==> src/rtl/hp_pkg.sv <==
package hp_pkg;
  typedef enum logic {
    BUS_SPLIT = 1'b0,
    BUS_LEVEL = 1'b1
  } bus_style_e;

  localparam logic [1:0] REG_TX   = 2'd0;
  localparam logic [1:0] REG_RX   = 2'd1;
  localparam logic [1:0] REG_STAT = 2'd2;
  localparam logic [1:0] REG_SCR  = 2'd3;

  // Read cycle active for the given convention and pin levels.
  function automatic logic host_is_read(bus_style_e st, logic csn, logic pa, logic pb);
    if (csn) return 1'b0;
    if (st == BUS_SPLIT) return !pa;
    return pa && !pb;
  endfunction

  // Write cycle active for the given convention and pin levels.
  function automatic logic host_is_write(bus_style_e st, logic csn, logic pa, logic pb);
    if (csn) return 1'b0;
    if (st == BUS_SPLIT) return !pb;
    return !pa && !pb;
  endfunction
endpackage

==> src/rtl/hp_strobe_sync.sv <==
module hp_strobe_sync
  import hp_pkg::*;
#(
  parameter int STAGES = 2
) (
  input  logic       clk,
  input  logic       rst_n,
  input  logic       mode_valid,
  input  bus_style_e mode,
  input  logic       cs_n,
  input  logic       strobe_a,
  input  logic       strobe_b,
  output logic       rd_act,
  output logic       wr_act,
  output logic       rd_done,
  output logic       wr_done
);
  localparam int NPIN = 3;

  logic [NPIN-1:0] stage [STAGES];
  logic [NPIN-1:0] synced;
  logic            rd_act_q, wr_act_q;

  genvar g;
  generate
    for (g = 0; g < STAGES; g++) begin : g_stage
      always_ff @(posedge clk or negedge rst_n) begin
        if (!rst_n) stage[g] <= '1;
        else if (g == 0) stage[g] <= {cs_n, strobe_a, strobe_b};
        else stage[g] <= stage[(g == 0) ? 0 : g-1];
      end
    end
  endgenerate

  assign synced = stage[STAGES-1];
  assign rd_act = mode_valid && host_is_read(mode, synced[2], synced[1], synced[0]);
  assign wr_act = mode_valid && host_is_write(mode, synced[2], synced[1], synced[0]);

  always_ff @(posedge clk or negedge rst_n) begin
    if (!rst_n) begin
      rd_act_q <= 1'b0;
      wr_act_q <= 1'b0;
    end else begin
      rd_act_q <= rd_act;
      wr_act_q <= wr_act;
    end
  end

  assign rd_done = rd_act_q && !rd_act;
  assign wr_done = wr_act_q && !wr_act;
endmodule

==> src/rtl/hp_regs.sv <==
module hp_regs
  import hp_pkg::*;
#(
  parameter int DW = 8,
  parameter int AW = 2
) (
  input  logic          clk,
  input  logic          rst_n,
  input  logic          rd_act,
  input  logic          wr_act,
  input  logic          rd_done,
  input  logic          wr_done,
  input  logic [AW-1:0] host_addr,
  input  logic [DW-1:0] host_wdata,
  input  logic          core_tx_load,
  input  logic [DW-1:0] core_tx_data,
  input  logic          core_rx_take,
  output logic [DW-1:0] rd_data,
  output logic          tx_pend,
  output logic          rx_full,
  output logic [DW-1:0] rx_data,
  output logic          tx_read_done,
  output logic          rx_write_done
);
  logic [AW-1:0] wr_addr_cap, rd_addr_cap;
  logic [DW-1:0] wr_data_cap, tx_data, scratch;
  logic [DW-1:0] status;

  always_ff @(posedge clk or negedge rst_n) begin
    if (!rst_n) begin
      wr_addr_cap <= '0;
      wr_data_cap <= '0;
      rd_addr_cap <= '0;
    end else begin
      if (wr_act) begin
        wr_addr_cap <= host_addr;
        wr_data_cap <= host_wdata;
      end
      if (rd_act) rd_addr_cap <= host_addr;
    end
  end

  assign tx_read_done  = rd_done && (rd_addr_cap == REG_TX);
  assign rx_write_done = wr_done && (wr_addr_cap == REG_RX);

  always_ff @(posedge clk or negedge rst_n) begin
    if (!rst_n) begin
      tx_data <= '0;
      tx_pend <= 1'b0;
      rx_data <= '0;
      rx_full <= 1'b0;
      scratch <= '0;
    end else begin
      if (core_tx_load) begin
        tx_data <= core_tx_data;
        tx_pend <= 1'b1;
      end else if (tx_read_done) begin
        tx_pend <= 1'b0;
      end
      if (rx_write_done) begin
        rx_data <= wr_data_cap;
        rx_full <= 1'b1;
      end else if (core_rx_take) begin
        rx_full <= 1'b0;
      end
      if (wr_done && wr_addr_cap == REG_SCR) scratch <= wr_data_cap;
    end
  end

  always_comb begin
    status    = '0;
    status[0] = tx_pend;
    status[1] = rx_full;
    case (host_addr)
      REG_TX:   rd_data = tx_data;
      REG_RX:   rd_data = rx_data;
      REG_STAT: rd_data = status;
      default:  rd_data = scratch;
    endcase
  end
endmodule

==> src/rtl/par_host_port.sv <==
module par_host_port
  import hp_pkg::*;
#(
  parameter int DW          = 8,
  parameter int AW          = 2,
  parameter int SYNC_STAGES = 2
) (
  input  logic          clk,
  input  logic          rst_n,
  input  logic          bus_style_strap,
  input  logic          cs_n,
  input  logic [AW-1:0] host_addr,
  input  logic          strobe_a,
  input  logic          strobe_b,
  input  logic [DW-1:0] data_in,
  output logic [DW-1:0] data_out,
  output logic          data_oe,
  output logic          irq_out,
  output logic          irq_oe,
  input  logic          core_tx_load,
  input  logic [DW-1:0] core_tx_data,
  input  logic          core_rx_take,
  output logic [DW-1:0] core_rx_data,
  output logic          core_rx_full
);
  logic       mode_valid;
  bus_style_e mode_q;
  logic       rd_act, wr_act, rd_done, wr_done;
  logic       tx_pend, tx_read_done, rx_write_done;
  logic       host_read_now;

  // Strap capture on the first clock after reset release.
  always_ff @(posedge clk or negedge rst_n) begin
    if (!rst_n) begin
      mode_valid <= 1'b0;
      mode_q     <= BUS_SPLIT;
    end else if (!mode_valid) begin
      mode_valid <= 1'b1;
      mode_q     <= bus_style_e'(bus_style_strap);
    end
  end

  hp_strobe_sync #(.STAGES(SYNC_STAGES)) u_sync (
    .clk(clk), .rst_n(rst_n), .mode_valid(mode_valid), .mode(mode_q),
    .cs_n(cs_n), .strobe_a(strobe_a), .strobe_b(strobe_b),
    .rd_act(rd_act), .wr_act(wr_act), .rd_done(rd_done), .wr_done(wr_done)
  );

  hp_regs #(.DW(DW), .AW(AW)) u_regs (
    .clk(clk), .rst_n(rst_n), .rd_act(rd_act), .wr_act(wr_act),
    .rd_done(rd_done), .wr_done(wr_done), .host_addr(host_addr),
    .host_wdata(data_in), .core_tx_load(core_tx_load),
    .core_tx_data(core_tx_data), .core_rx_take(core_rx_take),
    .rd_data(data_out), .tx_pend(tx_pend), .rx_full(core_rx_full),
    .rx_data(core_rx_data), .tx_read_done(tx_read_done),
    .rx_write_done(rx_write_done)
  );

  // Bus drive follows the raw pins so the host sees data within its strobe.
  assign host_read_now = mode_valid && host_is_read(mode_q, cs_n, strobe_a, strobe_b);
  assign data_oe       = rst_n && host_read_now;
  assign irq_oe        = rst_n && tx_pend;
  assign irq_out       = 1'b0;
endmodule

==> config.mk <==
export PLATFORM = sky130hd
export DESIGN_NAME = par_host_port
export DESIGN_NICKNAME = d
export VERILOG_FILES = /design/src/rtl/hp_pkg.sv /design/src/rtl/hp_strobe_sync.sv /design/src/rtl/hp_regs.sv /design/src/rtl/par_host_port.sv
export SDC_FILE = /design/constraint.sdc
export NUM_CORES = 1
export LEC_CHECK = 0
export BUFFER_PORTS_ARGS = -buffer_cell sky130_fd_sc_hd__buf_4
export CORE_MARGIN = 2
export CORE_UTILIZATION = 50
export CTS_BUF_LIST = sky130_fd_sc_hd__clkbuf_2
export DETAILED_ROUTE_END_ITERATION = 10
export PLACE_DENSITY = 0.89
export SLEW_MARGIN = 5
export SYNTH_ARGS = -nofsm -noshare
export SYNTH_HDL_FRONTEND = slang
export SYNTH_SLANG_ARGS = --single-unit
==> constraint.sdc <==
create_clock -name clk -period 1.6 [get_ports clk]
set_clock_uncertainty 0.05 [all_clocks]
set_input_delay 0.24 -clock clk [delete_from_list [all_inputs] [get_ports clk]]
set_output_delay 0.24 -clock clk [all_outputs]
set_load 0.1 [all_outputs]
==> metrics, run 1 <==
IO Count 46; first-pass GRT wire length ~8 mm; DP Area between 0.002 and 0.003 mm^2; sequential area share after synthesis 0.594; startpoint of the worst-slack reg-to-reg timing path mode_q; critical path required time ~1300 ps; CP Class reg -> out; ys async rst share 1.00; initial antenna violation count 0; commonest non-fill, non-tap cell in the layout buf_4; Worst-Skew Late Latency about 430 ps; final setup fails 39; Final nets about 250; P_sw 2.14 mW; RSZ-0062 raised after global routing yes; ratio of cells with drive above 1 in the final layout 0.690; crit path max fanout 2; reg2reg path depth 7; Final Instance Area about 0.0032 mm^2; overall global routing resource usage 0.255; Synth cell types 28; clock sinks 48; die height 67.8 um; CP Data Arrival Time 1630 ps; register area approximately 0.0012 mm^2; P_leak around 1.5 nW; outcome finished, violations left; PD cells between 1000 and 1500 mW/mm^2; CP Launch Type flop; most frequent cells in the layout buf_4, dfrtp_1, mux2_4; Max Freq roughly 0.52 GHz; Ys Warns 0; Final WS setup -320 ps; CTS H-tree lvls 2; Area Overhead vs Synth 58.9%; pin count of the biggest net entering global routing 30; CP endpoint data_out[1]; DRC violations left 0; syn_nets 156; Tmin final slightly below 2000 ps; #FFs+latches synth 48; clock tree buffer depth 2; n_diodes 0; max-cap check violation count 0; First-pass DRT Iterations 5; drt wl/cell roughly 21 um; CTS tree done; period utilization 1.20; CP max-delay cell dfrtp_4; Core ar. 0.00394 mm^2; critical path's top delay family flip-flops; clk slew on worst S/H paths 230 ps; crit-path max cell delay roughly 530 ps; via count of the routed design about 1500; Root Buffer clkbuf_2; CTS Buf Count 5; Worst setup EP type output pin; Initial Utilization 0.516; Seq pwr share 0.361; DRT Wirelength 5.67 mm; DR vias/cell approximately 5.3; flop-to-flop setup slack -250 ps; Filler cells between 150 and 200; Top FF cell, synth dfrtp_1; area occupied by multi-input gates ~940 um^2; Port Buffers 44; Final Hold Viols 0; total grt overflow 0; GP Congestion about 0.87; Critical path buffers and inverters 1; CP cell instances mux4_2 > buf_6; synthesized area 0.00203 mm^2; die area between 0.004 and 0.005 mm^2; Critical Path Start u_regs.rx_full; 1st-iter DRT viols 79; clock power share 0.101; setup TNS -8250 ps; number of global-route vias before repair around 1600; Worst VDD drop about 0.0010 V; Comb power frac 0.538; ANT nets after route 0; worst hold path type in -> reg; EDFF count, synth 0; Cells after Synth 130; P_int ~2.7 mW; failing checks negative setup slack; Setup WS pre-CTS between 0.8 and 0.9 ps; instance count on the critical path 2; Final HPWL DP 3.29 mm; syn_area_per_cell ~16 um^2; sw frac 0.441; r2r endpoint u_regs.rx_data[4]; Core Rows 23; width of the die 67.8 um; Pins Over Slew Limit 0
-- worst min path at each step --
stage	cells past startpoint	endpoint	from	slack, ps
floorplan	0	mode_q	rst_n	-110
global placement	2	u_regs.tx_data[4]	rst_n	220
detailed placement	2	u_regs.scratch[2]	rst_n	220
CTS	3	u_regs.rx_full	core_rx_take	8
global route	3	u_regs.tx_pend	core_tx_load	50
finish	3	u_regs.tx_pend	core_tx_load	80
-- Yosys cell counts (all sizes together), types with 2 or more instances --
master,n,area share
o21ai,2,0.0049
mux4,2,0.022
dfrtp,42,0.52
mux2,43,0.25
clkbuf,3,0.0055
conb,2,0.0037
inv,3,0.0055
dfstp,6,0.078
nor2,2,0.0037
a22o,6,0.026
buf,3,0.013
and2,3,0.010
-- cell type report --
type / count / area share
repair buffers: 94 / 0.292
multi-input cells: 73 / 0.292
inverters: 3 / 0.00349
clock buffers: 5 / 0.00775
flip-flops and latches: 48 / 0.379
well taps: 50 / 0.0194
clock inverters: 3 / 0.00581
-- registers in the layout, summed over array words and instances, names as in the netlist, 2 cells and up --
name and count:
u_regs.rd_addr_cap 2, u_regs.rx_data 8, u_regs.scratch 8, u_regs.tx_data 8, u_regs.wr_addr_cap 2, u_regs.wr_data_cap 8, u_sync.stage 3, u_sync.synced 3
-- metrics by stage --
step	cells	hold slack [ps]	utilization	total power, mW
after floorplan	130	-106	-	3.28
after global placement	230	220	0.639	3.69
after detailed placement	230	225	0.639	3.75
after CTS	269	7.54	0.767	4.60
after global routing	276	48.4	0.819	5.01
final	276	82.7	0.819	4.84
-- repair_timing --
| action | in CTS | in global routing |
|---|---|---|
| gates cloned | 1 | 0 |
| pin swaps | 3 | 5 |
| setup endpoints to repair | 28 | 42 |
| buffers inserted | 9 | 6 |
| gates resized for setup | 43 | 39 |
| hold endpoints to repair | 62 | 1 |
| hold buffers | 21 | 1 |
-- power by group through the flow --
stage	Clock, mW	Sequential [mW]	Combinational (mW)
floorplan	0	2.33	0.949
global placement	0	1.74	1.95
detailed placement	0	1.77	1.98
CTS	0.495	1.71	2.39
global route	0.553	1.78	2.68
finish	0.489	1.75	2.61
-- metal layers --
| layer | track usage | share of wire |
|---|---|---|
| met5 | 0 | 0 |
| met1 | 0.292 | 0.39 |
| met4 | 0.100 | 0.026 |
| met2 | 0.462 | 0.55 |
| met3 | 0.0567 | 0.038 |
-- worst min-delay path, delay by kind of cell --
kind	cells	cell delay, ps
AOI/OAI and AO/OA	1	60
and+or+nand+nor	1	70
buffers and inverters	1	170
-- cell families after synthesis --
group / share of synthesized area
other: 0.00369
buffers and inverters: 0.0240
muxes: 0.275
AOI/OAI and AO/OA: 0.0591
and+or+nand+nor: 0.0437
DFF: 0.594
(Power assumes the default switching activity.)
==> run 2: changes to the inputs <==
--- a/config.mk
+++ b/config.mk
@@ -6,11 +6,12 @@
 export NUM_CORES = 1
 export LEC_CHECK = 0
 export BUFFER_PORTS_ARGS = -buffer_cell sky130_fd_sc_hd__buf_4
-export CORE_MARGIN = 2
+export CORE_MARGIN = 5
 export CORE_UTILIZATION = 50
 export CTS_BUF_LIST = sky130_fd_sc_hd__clkbuf_2
 export DETAILED_ROUTE_END_ITERATION = 10
 export PLACE_DENSITY = 0.89
+export SKIP_CTS_REPAIR_TIMING = 1
 export SLEW_MARGIN = 5
 export SYNTH_ARGS = -nofsm -noshare
 export SYNTH_HDL_FRONTEND = slang
==> metrics, run 2 (synthesized netlist as in run 1, its figures left out) <==
outcome finished, violations left; failing checks negative setup slack; P_sw 2.04 mW; Worst setup EP type output pin; Worst-Skew Late Latency between 400 and 500 ps; ANT nets after route 0; die height about 74 um; CTS tree done; clock sinks 48; sw frac 0.441; DRT Wirelength just over 5 mm; Tmin final 1940 ps; DRC violations left 0; Final nets 242; GP Congestion 0.730; Seq pwr share 0.375; Core ar. around 0.0040 mm^2; clock power share 0.106; fin util 0.770; most frequent cells in the layout buf_4, dfrtp_1, mux2_2; DR vias/cell roughly 5.4; overall global routing resource usage 0.180; Rel. slew slack 0.530; worst hold path type in -> reg; Port Buffers 44; First-pass DRT Iterations 4; total grt overflow 0; CTS H-tree lvls 2; P_leak roughly 1.4 nW; RSZ-0062 raised after global routing yes; Pins Over Slew Limit 0; Worst VDD drop 0.000782 V; Worst-Margin Slew about 700 ps; critical path required time roughly 1300 ps; period utilization 1.22; n_diodes 0; CP Class reg -> out; Initial Utilization 0.512; pin count of the biggest net entering global routing 25; Area Overhead vs Synth 50.3%; P_int between 2 and 3 mW; Setup WS pre-CTS -32.0 ps; 1st-iter DRT viols ~90; IO Count 46; Max Freq 0.514 GHz; commonest non-fill, non-tap cell in the layout buf_4; clk slew on worst S/H paths roughly 240 ps; DP Area between 0.002 and 0.003 mm^2; CP Launch Type flop; crit path max fanout 3; Final WS setup -344 ps; width of the die between 70 and 80 um; final setup fails 23; drt wl/cell between 15 and 20 um; Final Instance Area about 0.0031 mm^2; Core Rows 23; CP Data Arrival Time between 1500 and 2000 ps; ratio of cells with drive above 1 in the final layout 0.682; number of global-route vias before repair 1443; clock tree buffer depth 2; PD cells ~1500 mW/mm^2; Root Buffer clkbuf_2; die area around 0.0054 mm^2; worst hold-check slack ~57 ps; first-pass GRT wire length slightly above 7 mm; initial antenna violation count 0; max-cap check violation count 0; CTS Buf Count 5; Final HPWL DP roughly 3.3 mm; Final Hold Viols 0; via count of the routed design around 1400; Comb power frac 0.518
[run 2: metrics by stage]
step	setup TNS (ps)	total power [mW]	instances
floorplan	-358	3.28	130
global placement	0	3.67	231
detailed placement	-60.3	3.73	231
CTS	-3180	4.21	239
global route	-4550	4.81	267
finish	-2810	4.64	267
[run 2: final timing paths]
kind / start / end / slack, ps / depth (start not counted)
min reg2reg: u_sync.stage[3] / u_sync.synced[0] / 320 / 0
min in group asynchronous: rst_n / u_regs.wr_data_cap[4] / 320 / 2
max in group asynchronous: rst_n / u_sync.synced[2] / 330 / 3
min: core_rx_take / u_regs.rx_full / 60 / 3
max: u_regs.rx_data[0] / data_out[0] / -340 / 2
max reg2reg: mode_q / u_regs.rx_data[1] / -50 / 5
[run 2: layout make-up]
| cell class | instances | area, um^2 |
|---|---|---|
| sequential | 48 | 1220 |
| clock buffer | 7 | 35.0 |
| clock inverter | 1 | 5.00 |
| tap | 50 | 62.6 |
| timing repair buffer | 85 | 828 |
| inverter | 3 | 11.3 |
| fill | 228 | 915 |
| multi-input combinational | 73 | 890 |
[run 2: routing by layer]
| metal | track usage | part of all wire | wire length (um) |
|---|---|---|---|
| met5 | 0 | 0 | 0 |
| met4 | 0.0744 | 0.028 | 142 |
| met3 | 0.0602 | 0.055 | 284 |
| met2 | 0.319 | 0.53 | 2730 |
| met1 | 0.195 | 0.39 | 2000 |
[run 2: critical path, stage by stage (launching register included)]
cell and delay (ps):
dfrtp_4 540, mux4_2 470, buf_6 200
[run 2: power groups by stage]
stage / Combinational (mW) / Sequential [mW] / Clock [mW]
finish: 2.40 / 1.74 / 0.493
CTS: 1.99 / 1.72 / 0.500
global route: 2.48 / 1.77 / 0.558
detailed placement: 1.99 / 1.74 / 0
floorplan: 0.949 / 2.33 / 0
global placement: 1.96 / 1.72 / 0
==> run 3: changes to the inputs <==
--- a/config.mk
+++ b/config.mk
@@ -7,10 +7,10 @@
 export LEC_CHECK = 0
 export BUFFER_PORTS_ARGS = -buffer_cell sky130_fd_sc_hd__buf_4
 export CORE_MARGIN = 5
-export CORE_UTILIZATION = 50
+export CORE_UTILIZATION = 60
 export CTS_BUF_LIST = sky130_fd_sc_hd__clkbuf_2
 export DETAILED_ROUTE_END_ITERATION = 10
-export PLACE_DENSITY = 0.89
+export PLACE_DENSITY = 0.95
 export SKIP_CTS_REPAIR_TIMING = 1
 export SLEW_MARGIN = 5
 export SYNTH_ARGS = -nofsm -noshare
==> constraint.sdc (replaced) <==
create_clock -name clk -period 2.4 [get_ports clk]
set_clock_uncertainty 0.05 [all_clocks]
set_input_delay 0.36 -clock clk [delete_from_list [all_inputs] [get_ports clk]]
set_output_delay 0.36 -clock clk [all_outputs]
set_load 0.005 [all_outputs]
==> metrics, run 3 (synthesized netlist as in run 1, its figures left out) <==
outcome complete, no violations; IO Count 46; P_int 1.47 mW; Seq pwr share 0.567; most frequent cells in the layout buf_4, dfrtp_1, mux2_2; ANT nets after route 0; clk slew on worst S/H paths ~200 ps; initial antenna violation count 0; CTS Buf Count 5; CP Class in -> out; ratio of cells with drive above 1 in the final layout 0.610; Port Buffers 44; n_diodes 0; number of global-route vias before repair 1359; overall global routing resource usage 0.205; Root Buffer clkbuf_2; final setup fails 0; crit path max fanout 2; clock power share 0.152; CP cell instances dlygate4sd3_1 > buf_4 > nand3b_1 > o21ai_0 > and4b_1 > buf_4; first-pass GRT wire length roughly 6.7 mm; CTS tree done; Tmin final around 2000 ps; total grt overflow 0; sw frac 0.269; width of the die 68.2 um; Final nets a little over 200; DP Area roughly 0.0024 mm^2; 1st-iter DRT viols ~40; First-pass DRT Iterations 4; P_sw between 500 and 600 uW; commonest non-fill, non-tap cell in the layout buf_4; critical path required time ~2000 ps; DRT Wirelength around 4.2 mm; CP Data Arrival Time around 1600 ps; via count of the routed design 1258; Core ar. 0.00331 mm^2; Worst setup EP type output pin; Core Rows 21; die height just under 70 um; RSZ-0062 raised after global routing no; Worst VDD drop 0.000430 V; Rel. slew slack 0.581; die area ~0.0047 mm^2; Comb power frac 0.281; most frequent CP cell buf_4; DR vias/cell 5.52; Final Hold Viols 0; Area Overhead vs Synth 22.1%; Worst-Margin Slew about 630 ps; flop-to-flop setup slack 570 ps; CTS H-tree lvls 2; pin count of the biggest net entering global routing 33; setup TNS 0 ps; clock tree buffer depth 2; worst hold path type in -> reg; max-cap check violation count 0; CP max-delay cell dlygate4sd3_1; Final Instance Area between 0.002 and 0.0025 mm^2; Worst-Skew Late Latency roughly 390 ps; crit-path max cell delay approximately 540 ps; Max Freq 0.498 GHz; Final HPWL DP just over 3 mm; drt wl/cell between 15 and 20 um; P_leak 1.17 nW; Initial Utilization 0.614; CP Launch Type primary input; DRC violations left 0; clock sinks 48; period utilization 0.837; Pins Over Slew Limit 0; PD cells roughly 800 mW/mm^2; GP Congestion about 0.8
[run 3: worst paths after layout]
check | start | cells past startpoint | to
worst min register to register | u_sync.stage[3] | 0 | u_sync.synced[0]
min in group asynchronous | rst_n | 2 | u_regs.wr_data_cap[7]
worst max register to register | u_sync.synced[1] | 3 | u_regs.rx_data[3]
max in group asynchronous | rst_n | 3 | u_regs.wr_data_cap[0]
worst min-delay path | core_tx_data[2] | 2 | u_regs.tx_data[2]
worst max-delay path | strobe_b | 6 | data_oe
[run 3: per-layer routing]
layer	vias to the layer above	track usage	part of all wire
met5	-	0	0
met4	0	0.0596	0.013
met3	8	0.0411	0.058
met2	40	0.373	0.53
met1	645	0.242	0.40
li1	565	-	-
[run 3: final cells by class]
class	instances	area [um^2]
Tap cell	46	57.6
Clock buffer	7	35.0
Multi-Input combinational cell	73	781
Sequential cell	48	1210
Timing Repair Buffer	50	385
Clock inverter	1	3.75
Inverter	3	11.3
Fill cell	226	828
[run 3: power groups by stage]
stage               registers [mW]  logic [mW]  clock network (mW)
floorplan                     1.11       0.321                   0
global placement              1.14       0.540                   0
detailed placement            1.16       0.566                   0
CTS                           1.14       0.569               0.314
global route                  1.17       0.615               0.351
finish                        1.14       0.565               0.306
[run 3: per-stage QoR]
stage               worst slack, ps  utilization  power, mW  hold WS, ps  instances
global route                    311        0.750       2.13         88.5        228
CTS                             492        0.738       2.02         -267        224
finish                          392        0.750       2.01          128        228
global placement                681        0.726       1.68          187        216
floorplan                       794            -       1.44         14.4        130
detailed placement              617        0.726       1.73          195        216
[run 3: worst max-delay path: cells and delay by family]
family	cells	cell delay [ps]
buffers and inverters	3	790
AOI/OAI and AO/OA	1	80
and+or+nand+nor	2	370
